[src/rtl/deb_pkg.sv]
`timescale 1ns/1ps
package deb_pkg;

  // Bit 1 of the encoding is the filtered output level.
  typedef enum logic [1:0] {
    ST_LOW  = 2'b00,  // settled low, counter held at zero
    ST_RISE = 2'b01,  // candidate high, counter running
    ST_HIGH = 2'b11,  // settled high, counter held at zero
    ST_FALL = 2'b10   // candidate low, counter running
  } deb_state_e;

  // Bits needed to hold values 0 .. count-1, at least one.
  function automatic int unsigned cnt_bits(input int unsigned count);
    int unsigned v;
    int unsigned b;
    v = (count > 1) ? count - 1 : 1;
    b = 0;
    while (v > 0) begin
      b = b + 1;
      v = v >> 1;
    end
    return b;
  endfunction

endpackage

[src/rtl/deb_wait_timer.sv]
`timescale 1ns/1ps
module deb_wait_timer #(
  parameter int unsigned COUNT = 500000
) (
  input  logic clk,
  input  logic clr,
  output logic done,
  output logic [deb_pkg::cnt_bits(COUNT)-1:0] cnt
);
  localparam int unsigned W = deb_pkg::cnt_bits(COUNT);
  localparam logic [W-1:0] LAST = W'(COUNT - 1);

  // Only the controlling state machine clears this counter.
  always_ff @(posedge clk) begin
    if (clr) begin
      cnt <= '0;
    end else if (cnt != LAST) begin
      cnt <= cnt + 1'b1;
    end
  end

  assign done = (cnt == LAST);

endmodule

[src/rtl/deb_fsm.sv]
`timescale 1ns/1ps
module deb_fsm
  import deb_pkg::*;
(
  input  logic clk,
  input  logic rst,
  input  logic noisy,
  input  logic done,
  output logic clr,
  output logic debounced
);
  deb_state_e state, state_nx;

  always_comb begin
    state_nx = state;
    unique case (state)
      ST_LOW:  if (noisy)       state_nx = ST_RISE;
      ST_RISE: if (!noisy)      state_nx = ST_LOW;
               else if (done)   state_nx = ST_HIGH;
      ST_HIGH: if (!noisy)      state_nx = ST_FALL;
      ST_FALL: if (noisy)       state_nx = ST_HIGH;
               else if (done)   state_nx = ST_LOW;
      default:                  state_nx = ST_LOW;
    endcase
  end

  always_ff @(posedge clk) begin
    if (rst) state <= ST_LOW;
    else     state <= state_nx;
  end

  assign clr       = (state == ST_LOW) || (state == ST_HIGH);
  assign debounced = state[1];

endmodule

[src/rtl/switch_debounce.sv]
`timescale 1ns/1ps
module switch_debounce #(
  parameter int unsigned WAIT_US = 5000,
  parameter int unsigned CLK_NS  = 10
) (
  input  logic clk,
  input  logic rst,
  input  logic noisy,
  output logic debounced
);
  localparam int unsigned WAIT_CYC = (WAIT_US * 1000) / CLK_NS;
  localparam int unsigned CW       = deb_pkg::cnt_bits(WAIT_CYC);

  logic          tmr_clr;
  logic          tmr_done;
  logic [CW-1:0] tmr_cnt;

  deb_fsm u_fsm (
    .clk       (clk),
    .rst       (rst),
    .noisy     (noisy),
    .done      (tmr_done),
    .clr       (tmr_clr),
    .debounced (debounced)
  );

  deb_wait_timer #(.COUNT(WAIT_CYC)) u_tmr (
    .clk  (clk),
    .clr  (tmr_clr),
    .done (tmr_done),
    .cnt  (tmr_cnt)
  );

endmodule

[config.mk]
export PLATFORM = sky130hd
export DESIGN_NAME = switch_debounce
export DESIGN_NICKNAME = d
export VERILOG_FILES = /design/src/rtl/deb_pkg.sv /design/src/rtl/deb_wait_timer.sv /design/src/rtl/deb_fsm.sv /design/src/rtl/switch_debounce.sv
export SDC_FILE = /design/constraint.sdc
export NUM_CORES = 1
export LEC_CHECK = 0
export BUFFER_PORTS_ARGS = -buffer_cell sky130_fd_sc_hd__buf_2
export CORE_MARGIN = 10
export CORE_UTILIZATION = 25
export CTS_CLUSTER_DIAMETER = 120
export CTS_CLUSTER_SIZE = 28
export DETAILED_ROUTE_END_ITERATION = 16
export PLACE_DENSITY_LB_ADDON = 0.12
export SYNTH_ARGS = -nofsm -noshare
export SYNTH_HDL_FRONTEND = slang
export SYNTH_SLANG_ARGS = --single-unit
[constraint.sdc]
create_clock -name clk -period 2.2 [get_ports clk]
set_input_delay 0.22 -clock clk [delete_from_list [all_inputs] [get_ports clk]]
set_output_delay 0.22 -clock clk [all_outputs]
set_load 0.03 [all_outputs]
==> results.json <==
{
  "rsz0062_at_grt": "no",
  "crit_required_ps": 2390,
  "critPathMaxStageDelay_ps": 450,
  "area_growth_pct": 9.968,
  "synth-seq-cells": 21,
  "rr_endpoint": "u_tmr.cnt[18]",
  "synthesis.area_mm2": 0.001180,
  "drt_wl_total_mm": 2.471,
  "netlist.area_leader.share_pct": 35.63,
  "irDropWorstVdd_v": 0.0002528,
  "p_leak_nw": 0.4386,
  "cpMaxStageDelayCell": "or4_1",
  "synthArstFlopShare_pct": 0,
  "nets": 148,
  "reg2regPathDepth": 5,
  "drc_errors": 0,
  "syn_nets": 142,
  "reg2reg_slack_ps": 390,
  "antenna_found_initial": 0,
  "vias_per_cell": 4.958,
  "post-cts-setup-buffers": 0,
  "yosysSeqAreaShare_pct": 35.63,
  "antenna_cells": 0,
  "cp-end-kind": "flop",
  "finalSetupTns_ps": 0,
  "holdBufCountCts": 0,
  "ctsHtreeMaxLevel": 1,
  "finalCriticalPeriod_ps": 1815,
  "slew_headroom_pct": 70.31,
  "yosysWarningCount": 0,
  "cts_made_buffers": 3,
  "synth_ff_type": "dfxtp_1",
  "wl_per_cell_um": 13.01,
  "cts_tree": "done",
  "drtAntennaViolNets": 0,
  "io_buffers": 3,
  "drv_slew": 0,
  "grt_use_total_pct": 7.005,
  "crit_chain": "ha_1 > and4_1 > nand4_4 > or4_1 > a21oi_1",
  "io_pins": 4,
  "num_vias": 942,
  "clock_latency_ps": 260,
  "p_per_area_mw_per_mm2": 712.2,
  "die_y_um": 88.70,
  "cp-startpoint": "u_tmr.cnt[0]",
  "r2r_start": "u_tmr.cnt[0]",
  "core_mm2": 0.004474,
  "yosysUniqueCellTypes": 39,
  "synth_top_cells_by_area": "dfxtp_1, ha_1, a21oi_1, mux2i_1, nand2_1",
  "status": "finished, final reports clean",
  "hold_end": "u_fsm.state[0]",
  "drive_above_1_share_pct": 13.04,
  "hold_depth": 2,
  "synthCells": 133,
  "grt_pass1_wl_mm": 4.284,
  "clk_pin_slew_ps": 80,
  "drt_iter0_drc": 31,
  "worstMarginPinSlew_ps": 444.7,
  "setup_viol": 0,
  "final_hold_viol_count": 0,
  "grt_overflow": 0,
  "clockBufferDepth": 2,
  "arrival_ps": 2010,
  "grt_max_degree": 13,
  "setup_slack_ps": 385.5,
  "max_freq_ghz": 0.5511,
  "critPathMaxFanout": 7,
  "grt_pass1_vias": 926,
  "fp.dieW_um": 88.70,
  "syn_avg_cell_area_um2": 8.871,
  "min_path_type": "in -> reg",
  "ctsResizeCount": 0,
  "pre_cts_slack_ps": 411.0,
  "fp-row-count": 24,
  "fin_crit_sh_pct": 82.48,
  "crit_type": "reg -> reg",
  "die_area_mm2": 0.007868,
  "crit_path_start_kind": "flop",
  "yosysTopAreaCell": "dfxtp_1",
  "synth-edff-count": 0,
  "min_from": "rst",
  "start_util_pct": 26.37,
  "drv_cap": 0,
  "ctsRootBufferMaster": "clkbuf_8",
  "cts_sinks": 21,
  "globalplace.congestion": 0.7706,
  "hpwlAfterDp_mm": 1.877,
  "fin_skew_ps": 4.227,
  "drt_pre_antenna_iters": 4
}
## flip-flops by register name (all words and copies together) (netlist names)
register     count
u_tmr.cnt       19
u_fsm.state      2
## synthesized netlist by cell type (all sizes together), types with 4 or more instances
master / number
o31ai: 4
nand3: 4
o21ai: 6
mux2i: 5
nand2: 13
nor2: 9
xor2: 5
buf: 4
or4: 4
nand4: 6
a21oi: 11
dfxtp: 21
ha: 6
inv: 6
## placed cells by master (no fill, tap or decap), types with 4 or more instances in the layout
| master | instances |
|---|---|
| dfxtp_1 | 21 |
| nand2_1 | 13 |
| a21oi_1 | 11 |
| nor2_1 | 9 |
| inv_1 | 6 |
| o21ai_0 | 6 |
| ha_1 | 6 |
| nand4_1 | 5 |
| mux2i_1 | 5 |
| xor2_1 | 5 |
| or4_1 | 4 |
| o31ai_1 | 4 |
## worst max-delay path by stage
stage / to / slack [ps] / cells past startpoint
after floorplan: u_tmr.cnt[10] / 390 / 6
after global placement: u_fsm.state[1] / 510 / 6
after detailed placement: u_tmr.cnt[18] / 410 / 5
after CTS: u_tmr.cnt[18] / 380 / 5
after global routing: u_tmr.cnt[18] / 260 / 5
final: u_tmr.cnt[18] / 390 / 5
## per-stage QoR
step / cells / total power [W] / hold slack [ps] / cell area (um^2) / utilization (%)
after global placement: 186 / 0.0006776 / 464.6 / 1251 / 27.96
after detailed placement: 186 / 0.0006800 / 464.8 / 1251 / 27.96
after CTS: 190 / 0.0009353 / 185.6 / 1297 / 29.00
final: 190 / 0.0009241 / 195.9 / 1297 / 29.00
after global routing: 190 / 0.0009966 / 188.2 / 1297 / 29.00
after floorplan: 133 / 0.0005953 / 323.5 / 1180 / -
## cell families (layout without fill, tap and decap cells)
| logic type | after synthesis | in the layout | share of synthesized area (%) |
|---|---|---|---|
| and+or+nand+nor | 57 | 57 | 30.65 |
| AOI/OAI and AO/OA | 26 | 26 | 13.15 |
| DFF | 21 | 21 | 35.63 |
| buffers and inverters | 11 | 16 | 4.559 |
| adders and majority gates | 6 | 6 | 6.363 |
| xor gates and xnor gates | 6 | 6 | 4.454 |
| muxes | 6 | 6 | 5.196 |
## layout make-up
| class | instances | area (um^2) |
|---|---|---|
| fill | 462 | 3177 |
| multi-input combinational | 101 | 705.7 |
| sequential | 21 | 420.4 |
| tap | 52 | 65.06 |
| clock buffer | 3 | 41.29 |
| timing repair buffer | 6 | 37.54 |
| inverter | 6 | 22.52 |
| clock inverter | 1 | 5.005 |
## report_power, final
part           leakage, nW  internal, W  switching, W  total [W]
Clock               0.0255     0.000126      0.000131   0.000257
Sequential           0.170     0.000405     0.0000218   0.000427
Combinational        0.243    0.0000904      0.000150   0.000240
Total                0.439     0.000621      0.000303   0.000924
## worst max-delay path, delay by kind of cell, from the launching register on
family,cells,cell delay (ps)
adders and majority gates,1,240
DFF,1,380
AOI/OAI and AO/OA,1,170
and+or+nand+nor,3,950
## per-layer routing
metal	wire length, um	vias up	GRT usage (%)
met3	35	5	1.471
met5	0	-	0
met2	1136	6	11.77
met4	45	0	3.377
met1	1253	433	8.272
li1	-	498	-
No activity file was read; power rests on OpenSTA's default activity.
